==> src/rtl/dram_pipe_ctrl.sv <==
module dram_pipe_ctrl #(
  parameter int BANK_W = 2,
  parameter int MUX_W  = 6,
  parameter int T_COLH = 2,
  parameter int T_PRE  = 3,
  parameter int T_NEG  = 2
) (
  input  logic                          clk,
  input  logic                          rst_n,
  input  logic                          cfg_pipe,
  input  logic                          cfg_page,
  input  logic                          cfg_mode,
  input  logic                          cfg_wait_en,
  input  logic                          cfg_ack_en,
  input  logic                          host_start,
  input  logic                          host_cs,
  input  logic                          host_hold,
  input  logic                          host_we,
  input  logic [BANK_W+2*MUX_W-1:0]     host_addr,
  input  logic                          refresh_req,
  output logic                          host_wait,
  output logic                          host_ack,
  output logic                          proto_err,
  output logic [MUX_W-1:0]              dram_addr,
  output logic [(1<<BANK_W)-1:0]        dram_ras,
  output logic [(1<<BANK_W)-1:0]        dram_cas,
  output logic [(1<<BANK_W)-1:0]        dram_we
);
  localparam int NB  = 1 << BANK_W;
  localparam int AW  = BANK_W + 2*MUX_W;
  localparam int CHW = $clog2(T_COLH + 1);
  localparam int PRW = $clog2(T_PRE + 1);
  localparam int NGW = $clog2(T_NEG + 1);

  logic              start_q, hold_ok;
  logic [NGW-1:0]    neg_cnt;
  logic              pend_v, pend_we;
  logic [AW-1:0]     pend_addr;
  logic              front_v, front_ph;
  logic [BANK_W-1:0] front_bank, park_bank;
  logic [AW-1:0]     front_addr;
  logic [CHW-1:0]    hcnt;
  logic              park_v;
  logic [PRW-1:0]    pre_cnt [NB];

  wire               pipe_eff = cfg_pipe & ~cfg_page;
  wire               rise     = host_start & ~start_q;
  wire               tim_ok   = cfg_mode ? (neg_cnt >= NGW'(T_NEG)) : hold_ok;
  wire               accept   = rise & host_cs & tim_ok & ~pend_v;
  wire [BANK_W-1:0]  pb       = pend_addr[AW-1 -: BANK_W];
  wire               closing  = park_v & ~host_hold;
  wire               launch   = pend_v & ~refresh_req & ~front_v & (pipe_eff | ~park_v)
                                & ~dram_ras[pb] & (pre_cnt[pb] == '0);
  wire               park_now = front_v & front_ph & (hcnt == CHW'(1)) & (~park_v | closing);
  wire               ref_go   = refresh_req & ~front_v & ~park_v;

  assign proto_err = rise & host_cs & ~(tim_ok & ~pend_v);
  assign host_wait = cfg_wait_en & (accept | pend_v | front_v);
  assign host_ack  = cfg_ack_en & park_v & host_hold;

  always_ff @(posedge clk or negedge rst_n) begin
    if (!rst_n) begin
      start_q <= 1'b0;
      hold_ok <= 1'b1;
      neg_cnt <= NGW'(T_NEG);
    end else begin
      start_q <= host_start;
      if (accept)                                  hold_ok <= 1'b0;
      else if (host_hold)                          hold_ok <= 1'b1;
      if (accept)                                  neg_cnt <= '0;
      else if (!host_start && neg_cnt < NGW'(T_NEG)) neg_cnt <= neg_cnt + 1'b1;
    end
  end

  always_ff @(posedge clk or negedge rst_n) begin
    if (!rst_n) begin
      pend_v     <= 1'b0;
      pend_we    <= 1'b0;
      pend_addr  <= '0;
      front_v    <= 1'b0;
      front_ph   <= 1'b0;
      front_bank <= '0;
      front_addr <= '0;
      hcnt       <= '0;
      park_v     <= 1'b0;
      park_bank  <= '0;
      dram_addr  <= '0;
      dram_ras   <= '0;
      dram_cas   <= '0;
      dram_we    <= '0;
      for (int i = 0; i < NB; i++) pre_cnt[i] <= '0;
    end else begin
      if (accept) begin
        pend_v    <= 1'b1;
        pend_addr <= host_addr;
        pend_we   <= host_we;
      end else if (launch) begin
        pend_v <= 1'b0;
      end

      if (launch) begin
        front_v       <= 1'b1;
        front_ph      <= 1'b0;
        front_bank    <= pb;
        front_addr    <= pend_addr;
        dram_addr     <= pend_addr[2*MUX_W-1:MUX_W];
        dram_ras[pb]  <= 1'b1;
        dram_we[pb]   <= pend_we;
      end else if (front_v && !front_ph) begin
        front_ph             <= 1'b1;
        hcnt                 <= CHW'(T_COLH);
        dram_addr            <= front_addr[MUX_W-1:0];
        dram_cas[front_bank] <= 1'b1;
      end else if (front_v) begin
        if (park_now) begin
          front_v   <= 1'b0;
          park_bank <= front_bank;
          if (pipe_eff)
            dram_addr <= pend_v ? pend_addr[2*MUX_W-1:MUX_W] : front_addr[2*MUX_W-1:MUX_W];
        end else if (hcnt > CHW'(1)) begin
          hcnt <= hcnt - 1'b1;
        end
      end

      if (park_now)     park_v <= 1'b1;
      else if (closing) park_v <= 1'b0;

      if (closing) begin
        dram_ras[park_bank] <= 1'b0;
        dram_cas[park_bank] <= 1'b0;
        dram_we[park_bank]  <= 1'b0;
      end

      for (int i = 0; i < NB; i++) begin
        if (ref_go || (closing && park_bank == BANK_W'(i))) pre_cnt[i] <= PRW'(T_PRE);
        else if (pre_cnt[i] != '0)                          pre_cnt[i] <= pre_cnt[i] - 1'b1;
      end
    end
  end

  AST_CAS_WITH_RAS: assert property (@(posedge clk) disable iff (!rst_n)
    (dram_cas & ~dram_ras) == '0);
  AST_NOPIPE_ADDR_HOLD: assert property (@(posedge clk) disable iff (!rst_n)
    (park_v && !pipe_eff) |=> (!park_v || $stable(dram_addr)));
  AST_ACK_AFTER_CAS: assert property (@(posedge clk) disable iff (!rst_n)
    host_ack |-> (dram_cas != '0));
  AST_ERR_NO_ACCEPT: assert property (@(posedge clk) disable iff (!rst_n)
    proto_err |=> !$rose(pend_v));
  AST_REFRESH_BLOCK: assert property (@(posedge clk) disable iff (!rst_n)
    refresh_req |=> ((dram_ras & ~$past(dram_ras)) == '0));

  for (genvar g = 0; g < NB; g++) begin : g_bank_chk
    AST_PRECHARGE_GUARD: assert property (@(posedge clk) disable iff (!rst_n)
      (!dram_ras[g] && pre_cnt[g] != '0) |=> !dram_ras[g]);
  end
endmodule

==> config.mk <==
export PLATFORM = sky130hd
export DESIGN_NAME = dram_pipe_ctrl
export DESIGN_NICKNAME = d
export VERILOG_FILES = /design/src/rtl/dram_pipe_ctrl.sv
export SDC_FILE = /design/constraint.sdc
export NUM_CORES = 1
export LEC_CHECK = 0
export BUFFER_PORTS_ARGS = -buffer_cell sky130_fd_sc_hd__clkbuf_2
export CAP_MARGIN = 20
export CORE_MARGIN = 4
export CORE_UTILIZATION = 31
export DETAILED_ROUTE_END_ITERATION = 12
export GPL_TIMING_DRIVEN = 1
export HOLD_SLACK_MARGIN = 0.02
export PLACE_DENSITY_LB_ADDON = 0.12
export SETUP_SLACK_MARGIN = 0.02
export SLEW_MARGIN = 30
export SYNTH_ARGS = -nofsm -noshare
export SYNTH_HDL_FRONTEND = slang
export SYNTH_SLANG_ARGS = --single-unit
==> constraint.sdc <==
create_clock -name clk -period 7.5 [get_ports clk]
set_clock_uncertainty 0.2 [all_clocks]
set_input_delay 0.75 -clock clk [delete_from_list [all_inputs] [get_ports clk]]
set_output_delay 0.75 -clock clk [all_outputs]
set_load 0.01 [all_outputs]
# Yosys cells after proc, flatten, opt, wreduce, memory -nomap -nowiden
# Index checks and enable logic that the tools add are counted.
[classes]
addsub = 6
n_lt_le_gt_ge = 10
n_eq_ne = 6
n_mux = 52
n_bitwise = 43
reduce_logical = 38
[op_table]
columns = ["cell", "count"]
rows = [
  ["$mux W6", 6],
  ["$mux W2", 16],
  ["$reduce_bool A2 Y1", 15],
  ["$mux W4", 7],
  ["$and A1 B1 Y1", 21],
  ["$mux W1", 17],
  ["$and A4 B4 Y4", 3],
  ["$not A1 Y1", 11],
  ["$sub A2 B1 Y2 const B", 5],
  ["$logic_and A1 B1 Y1", 9],
  ["$lt A2 B3 Y1 const B", 3],
  ["$reduce_bool A3 Y1", 3],
  ["$or A4 B4 Y4", 2],
  ["$reduce_and A4 Y1", 2],
  ["$demux W1 S2", 3],
  ["$ge A2 B1 Y1 const B", 3],
  ["$bmux W2 S2", 1],
  ["$bwmux W4", 1],
  ["$eq A2 B1 Y1 const B", 2],
  ["$eq A2 B2 Y1 const B", 2],
  ["$logic_not A2 Y1", 2],
  ["$logic_or A1 B1 Y1", 4],
  ["$not A4 Y4", 1],
  ["$or A1 B1 Y1", 4],
  ["11 further kinds", 12],
]
[word_totals]
regBits = 67
input_bits = 26
output_inout_bits = 21
word_cells = 176

# Depth between registers and ports, before layout
# Gate-level depths: netlist of run 1.
[logic_depth]
word_depth = 9
ltp_mapped = 7
depth_no_buf = 6

# Least setup slack after synthesis of run 1
# Ideal clock, no wire load.
[synth_path]
path_kind = "input-to-reg"
start = "input refresh_req"
end = "register front_addr[5]"
setup_time_ns = 0.125
t_arrival_ns = 2.400
required_time_ns = 7.175
slack_ns = 4.775
cell_stages = 5
path_buffers = 1
path_cell_list = "or3b_4 a221o_1 nor3_4 buf_4 mux2_2"
[synth_via]
elab_chain_len = 6
[synth_rtl]
columns = ["element", "line", "source"]
rows = [
  ["start: declaration", "20", "input logic refresh_req,"],
  ["$not A1 Y1", "52", "wire launch = pend_v & ~refresh_req & ~front_v & (pipe_eff | ~park_v)"],
  ["$and A1 B1 Y1 (3 in series)", "52", ""],
  ["$and A1 B1 Y1 (2 in series)", "53", "& ~dram_ras[pb] & (pre_cnt[pb] == '0);"],
  ["end signal: assignment", "105", "front_addr <= pend_addr;"],
  ["end: declaration", "41", "logic [AW-1:0] front_addr;"],
]
# No other way between the ends.
# A chain may end at the register's enable or synchronous reset.

# Final worst setup path of run 1
[layout_path]
start = "register pend_v"
end = "register front_addr[0]"
[layout_via]
elab_chain_len = 5
[layout_rtl]
columns = ["element", "line", "source"]
rows = [
  ["start: declaration", "37", "logic pend_v, pend_we;"],
  ["start signal: assignment", "77", "pend_v <= 1'b0;"],
  ["start signal: assignment", "94", "pend_v <= 1'b1;"],
  ["start signal: assignment", "98", "pend_v <= 1'b0;"],
  ["$and A1 B1 Y1 (3 in series)", "52", ""],
  ["$and A1 B1 Y1 (2 in series)", "53", ""],
]
# No other way between the ends.

==> results of run 1 <==
cells by family (layout without fill, tap and decap cells):
group	after synthesis	after routing
and+or+nand+nor	72	72
DFF	67	67
muxes	49	49
AOI/OAI and AO/OA	41	41
buffers and inverters	26	83
adders and majority gates	6	6
xor gates and xnor gates	5	5
state kept, by name, summed over array words and instances, names as in the netlist:
register / count
pend_v: 1
pend_we: 1
pend_addr: 14
park_v: 1
dram_cas: 4
front_ph: 1
start_q: 1
dram_ras: 4
front_bank: 2
front_v: 1
dram_addr: 6
neg_cnt: 2
pre_cnt: 8
front_addr: 12
hcnt: 2
dram_we: 4
park_bank: 2
hold_ok: 1
final cells by class:
class | instances | area, um^2 | share of cell area
Inverter | 18 | 67.56 | 0.01844
Timing Repair Buffer | 49 | 256.5 | 0.07001
Tap cell | 133 | 166.4 | 0.04542
Multi-Input combinational cell | 173 | 1301 | 0.3552
Clock inverter | 7 | 68.82 | 0.01878
Sequential cell | 67 | 1679 | 0.4583
Clock buffer | 9 | 123.9 | 0.03381
per-stage QoR:
| step | util | hold slack, ns |
|---|---|---|
| 3_5_place_dp | 0.3564 | 0.2797 |
| 4_1_cts | 0.3762 | 0.2935 |
| 6_report | 0.3765 | 0.2899 |
| 5_1_grt | 0.3765 | 0.3161 |
| 2_1_floorplan | - | 0.2544 |
| 3_3_place_gp | 0.3564 | 0.2833 |
routing by layer:
metal | part of all wire | wire length [um] | up-vias | track usage
li1 | - | - | 1037 | -
met1 | 0.47 | 3120 | 1034 | 0.1640
met2 | 0.48 | 3186 | 42 | 0.1923
met3 | 0.046 | 304 | 2 | 0.04199
met4 | 0.0069 | 46 | 0 | 0.03517
met5 | 0 | 0 | - | 0
cells in the mapped netlist (all sizes together):
cell type   n  area share
dfstp       2       0.017
inv        18       0.022
or3b        2      0.0065
dfrtp      65        0.53
a311oi      1      0.0028
xor2        4       0.011
and4b       1      0.0032
nand2b      5       0.010
a221o       1      0.0032
mux2i       8       0.026
nand2      16       0.019
a21o        2      0.0049
and3        1      0.0020
nand3b      1      0.0024
mux2       41        0.15
o211ai      2      0.0049
ha          6       0.024
xnor2       1      0.0028
nor2       26       0.032
a211o       1      0.0028
clkbuf      7      0.0085
a21oi       6      0.0097
nor3        4       0.012
nor4b       1      0.0028
nor2b       3      0.0061
buf         1      0.0024
o21a        2      0.0049
nand3       2      0.0032
or3         1      0.0020
o21ai      14       0.023
a31oi       6       0.012
a41oi       1      0.0028
o31a        1      0.0028
or4         2      0.0049
nor3b       5       0.012
a211oi      1      0.0024
o21bai      1      0.0024
o31ai       2      0.0065
nor4        2      0.0041
worst reg2reg max path, cell delays in order, from the launching register on:
cell and delay [ns]:
dfrtp_1 0.68, or3b_4 0.47, a221o_1 0.38, nor3_4 0.74, mux2_2 0.42
power breakdown:
part	switching [mW]	internal [mW]
Sequential	0.144	0.525
Combinational	0.246	0.265
Clock	0.141	0.152
how the worst min path moves through the flow:
stage	to	slack (ns)	cells past startpoint
after floorplan	dram_addr[0]	0.25	0
after global placement	pre_cnt[3]	0.28	2
after detailed placement	hold_ok	0.28	2
after CTS	hold_ok	0.29	2
after global routing	front_addr[0]	0.32	1
final	pre_cnt[0]	0.29	2
==> results by group, run 1 <==
Run status
  – Outcome: finished clean

Layout
  – # diodes: 0
  – Non-filler instance count after layout: 456
  – Commonest non-fill, non-tap cell in the layout: dfrtp_1
  – Final instance area: 3664 um^2
  – Final #Nets: 350
  – Commonest cells after routing, fill and taps aside: dfrtp_1 (65), clkbuf_2 (45), mux2_2 (40)
  – Syn-to-layout area delta: 18.88%
  – Layout cells sized above 1: 0.3467
  – Filler cells: 1001

Clock tree
  – H-tree Lvls: 3
  – Reg clk slew, reported paths: 0.08 ns
  – Hold Buf Count CTS: 0
  – Clock Latency Late Sink: ~0.34 ns
  – Clk sink count: 67
  – CTS Buffer Depth: 2
  – Num CTS Buffers: 9
  – CTS tree: done
  – Root buf cell: clkbuf_8
  – CTS resizes: 0
  – # Post-CTS Setup Buffers: 0

Floorplanning
  – Die area: around 12000 um^2
  – Io pins: 47
  – Die W: 107.7 um
  – Rows: 36
  – DIE HEIGHT: roughly 110 um
  – Core area: 9729 um^2
  – Initial cell density of the core: 0.3167

Timing
  – Final Cycle Share: 0.4025
  – Relative slew slack: 0.4372
  – Period minus WS final: about 3.0 ns
  – Final worst slack: 4.481 ns
  – Setup TNS: 0 ns
  – RSZ-0062 raised after global routing: false
  – Slew @ Worst Pin: approximately 0.84 ns
  – Final hold vios: 0
  – Setup violations, final: 0
  – Slew Limit Fails: 0
  – Max Clock Freq: 0.3312 GHz

Yosys
  – Mux contribution to synthesized area: 0.1758
  – Post-synth cell types: 44
  – Post-synthesis adder-cell area fraction: 0.02436
  – Synth Area in Compound Gates: 0.08526
  – Post-synthesis cell count: 266
  – Largest family of logic cells by synthesized area: multiplexers
  – Post-synthesis sequential area ratio: 0.5449
  – Syn avg cell area: approximately 12 um^2
  – Synthesized area: 3082 um^2
  – Syn_nets: 298
  – Register bit total from synthesis: 67
  – Simple-gate share of the synthesized area: 0.1226
  – Post-synthesis xor/xnor area fraction: 0.01421
  – Yosys warning count: 0

Pwr
  – PwrDens: about 400 nW/um^2
  – Worst vdd ir: 0.1289 mV
  – Pleak: 1.724 nW
  – Overall Power: 1.473 mW

Critical path
  – Crit end category: register
  – CP Launch Point: pend_v
  – Crit start category: register
  – CP max FO: 17
  – CP delay by family, top: simple AND/OR/NAND/NOR gates
  – Required @ worst endpoint: 7.51 ns
  – CP max stage cell: nor3_4
  – Reg2reg path depth: 4
  – CP arrival: slightly above 3 ns
  – R2R Path Start: pend_v
  – Critical Path End: front_addr[0]
  – Reg2Reg Setup Slack: 4.48 ns
  – CP bufs+invs: 0
  – R2R Path End: front_addr[0]
  – Crit path largest cell delay: approximately 0.74 ns
  – Critical path depth: 4
  – Setup CP Type: register to register
  – Critical Path, Cell by Cell: or3b_4, a221o_1, nor3_4, mux2_2

Routing
  – Drt first-iter violations: ~120
  – Average wire per standard cell: 14.60 um
  – Number of routed nets with antenna violations: 0
  – DRC violations left: 0
  – Via count: 2115
  – Routed WL: around 6700 um
  – Drt first pass iters: 4
  – DR vias/cell: 4.638

Placed design
  – Port Buffers: 46
  – Placed cells: 440
  – Post-DP HPWL: 4756 um
  – Final Wtd Congestion: between 0.7 and 0.8
  – Worst slack at placement: roughly 4.3 ns
  – Placed instance area: 3467 um^2

Global routing
  – Largest net degree at the start of global routing: between 60 and 70
  – Vias in the first global route: 2151
  – Tot GR Track Use: 0.1237
  – Grt ovf: 0
  – First-pass GRT wire length: ~11000 um
  – Initial antenna violation count: 0

Job
  – Max Cap Viol: 0

Hold path
  – Worst min-delay path class: primary input to asynchronous set/reset pin
(Power assumes the default switching activity.)
==> run 2: changes to the inputs <==
--- a/config.mk
+++ b/config.mk
@@ -5,6 +5,7 @@
 export SDC_FILE = /design/constraint.sdc
 export NUM_CORES = 1
 export LEC_CHECK = 0
+export ABC_AREA = 1
 export BUFFER_PORTS_ARGS = -buffer_cell sky130_fd_sc_hd__clkbuf_2
 export CAP_MARGIN = 20
 export CORE_MARGIN = 4
==> constraint.sdc (replaced) <==
create_clock -name clk -period 2.6 [get_ports clk]
set_clock_uncertainty 0.2 [all_clocks]
set_input_delay 0.26 -clock clk [delete_from_list [all_inputs] [get_ports clk]]
set_output_delay 0.26 -clock clk [all_outputs]
set_load 0.01 [all_outputs]
==> results by group, run 2 <==
Critical path
  – Critical Path, Cell by Cell: ha_1, nor2_1, a21oi_1, nand2_1, a31oi_1, clkbuf_2
  – Required @ worst endpoint: 2.14 ns
  – Crit start category: register
  – Crit end category: output pin
  – CP bufs+invs: 1
  – CP max FO: 4
  – CP max stage cell: dfstp_2
  – CP delay by family, top: flip-flops
  – Setup CP Type: register to output pin
  – CP arrival: approximately 1.7 ns
  – Crit path largest cell delay: 0.55 ns

Pwr
  – PwrDens: 1124 nW/um^2
  – Worst vdd ir: 0.3767 mV
  – Overall Power: 4.453 mW
  – Pleak: 2.050 nW

Placed design
  – Port Buffers: 46
  – Final Wtd Congestion: 0.8089
  – Placed instance area: roughly 3600 um^2
  – Worst slack at placement: 0.6117 ns
  – Post-DP HPWL: 5364 um

Global routing
  – Tot GR Track Use: 0.1360
  – Largest net degree at the start of global routing: 68
  – Grt ovf: 0
  – Initial antenna violation count: 0
  – Vias in the first global route: 2662
  – First-pass GRT wire length: between 10000 and 15000 um

Yosys
  – Post-synthesis sequential area ratio: 0.5275
  – Top cell type's share of synthesized area: 0.5110
  – Synthesized area: 3183 um^2
  – Number of flops mapped to enable cells by yosys: 0
  – Post-synth cell types: 26
  – Syn avg cell area: between 8 and 9 um^2
  – Register bit total from synthesis: 67
  – Largest area contributor in the netlist: dfrtp_1
  – Most used DFF post-synth: dfrtp_1
  – Synth area leaders: dfrtp_1 (51%), nand2_1 (13%), o21ai_0 (7.1%)
  – Syn_nets: 420
  – Count leader, synth: nand2_1
  – Synth cell count leaders: nand2_1 (109), dfrtp_1 (65), inv_1 (52)
  – Async set-or-reset flop fraction in the synthesized netlist: 1.000
  – Yosys warning count: 0
  – Post-synthesis cell count: a little under 400

Layout
  – Filler cells: 1043
  – Layout cells sized above 1: 0.1793
  – # diodes: 0
  – Top Registers: pend_addr: 14 flops, front_addr: 12 flops, pre_cnt: 8 flops
  – Final #Nets: just under 500
  – Top reg by flops: pend_addr
  – Commonest non-fill, non-tap cell in the layout: nand2_1
  – Commonest cells after routing, fill and taps aside: nand2_1 (109), dfrtp_1 (65), inv_1 (52)
  – Final instance area: around 4000 um^2
  – Syn-to-layout area delta: 24.45%
  – Max FFs per register: 14

Routing
  – Via count: 2625
  – Average wire per standard cell: between 10 and 15 um
  – Number of routed nets with antenna violations: 0
  – DRC violations left: 0
  – DR vias/cell: 4.404
  – Drt first pass iters: 4
  – Routed WL: 7345 um
  – Drt first-iter violations: 66

Floorplanning
  – Die area: 11950 um^2
  – DIE HEIGHT: approximately 110 um
  – Initial cell density of the core: 0.3227
  – Io pins: 47
  – Core area: about 9900 um^2
  – Die W: 109.3 um
  – Rows: 36

Run status
  – Outcome: finished clean

Timing
  – Final Cycle Share: 0.8098
  – Min Hold Slack: 0.2621 ns
  – Period minus WS final: ~2.1 ns
  – Slew @ Worst Pin: ~0.72 ns
  – Setup TNS: 0 ns
  – Setup violations, final: 0
  – Slew Limit Fails: 0
  – Max Clock Freq: 0.4750 GHz
  – Relative slew slack: 0.5148
  – RSZ-0062 raised after global routing: false
  – Final worst slack: 0.4946 ns
  – Final hold vios: 0

Clock tree
  – Clk sink count: 67
  – Root buf cell: clkbuf_8
  – CTS resizes: 0
  – H-tree Lvls: 3
  – CTS tree: done
  – CTS Buffer Depth: 2
  – Num CTS Buffers: 9
  – # Post-CTS Setup Buffers: 0
  – Clock Latency Late Sink: 0.34 ns
  – Reg clk slew, reported paths: approximately 0.070 ns

Hold path
  – Worst min-delay path class: primary input to asynchronous set/reset pin

Job
  – Max Cap Viol: 0
-- run 2: cell count changes after synthesis, moves of 10 or more --
cell,previous run,this run
nor2_1,26,36
inv_1,18,52
nand3_1,2,21
o21ai_0,14,45
nand2_1,16,109
mux2_2,40,0
-- run 2: worst register-to-register path: cells and delay by family (launching register included) --
kind	cells	cell delay, ns
flip-flops	1	0.51
AND/OR/NAND/NOR	6	0.64
buffers and inverters	2	0.53
-- run 2: repair_timing --
| item | in CTS | in global routing |
|---|---|---|
| hold buffers | 18 | 0 |
| setup endpoints to repair | 0 | 0 |
| hold endpoints to repair | 82 | 0 |
-- run 2: cell families (layout without fill, tap and decap cells) --
logic type | Yosys count | in the layout | synth area share
compound gates | 65 | 65 | 0.1116
xor+xnor | 5 | 5 | 0.01376
simple gates | 177 | 177 | 0.2272
buf+inv | 64 | 139 | 0.08373
flops | 67 | 67 | 0.5275
mux | 4 | 4 | 0.01258
fa+ha+maj | 6 | 6 | 0.02358
-- run 2: cell type report --
class	instances	area (um^2)	share of cell area
Sequential cell	67	1679	0.4239
Multi-Input combinational cell	257	1240	0.3130
Timing Repair Buffer	69	460.4	0.1162
Inverter	54	202.7	0.05117
Tap cell	133	166.4	0.04201
Clock buffer	12	165.2	0.04169
Clock inverter	4	47.55	0.01200
-- run 2: where the power goes --
group	total [mW]	switching [mW]	leakage (nW)	internal, mW
clock	0.911	0.393	0.108	0.519
sequential	1.91	0.379	0.810	1.53
combinational	1.64	0.984	1.13	0.652
-- run 2: per-stage QoR --
step	utilization	instances
after floorplan	-	388
after global placement	0.3617	562
after detailed placement	0.3617	562
after CTS	0.4016	596
after global routing	0.4016	596
final	0.4016	596
-- run 2: metal layers --
metal / part of all wire / global-route usage
met1: 0.46 / 0.1760
met2: 0.48 / 0.2245
met3: 0.041 / 0.02877
met4: 0.016 / 0.04898
met5: 0 / 0
-- run 2: worst paths after layout --
check	from	end	slack, ns	cells after the start
hold reg to reg	front_addr[7]	front_addr[7]	0.29	2
setup / recovery	neg_cnt[1]	host_wait	0.49	6
max in group asynchronous	rst_n	neg_cnt[1]	1.62	3
min in group clk	front_addr[7]	front_addr[7]	0.29	2
setup reg to reg	pend_addr[13]	dram_addr[2]	0.61	8
hold / removal	rst_n	dram_cas[3]	0.26	3
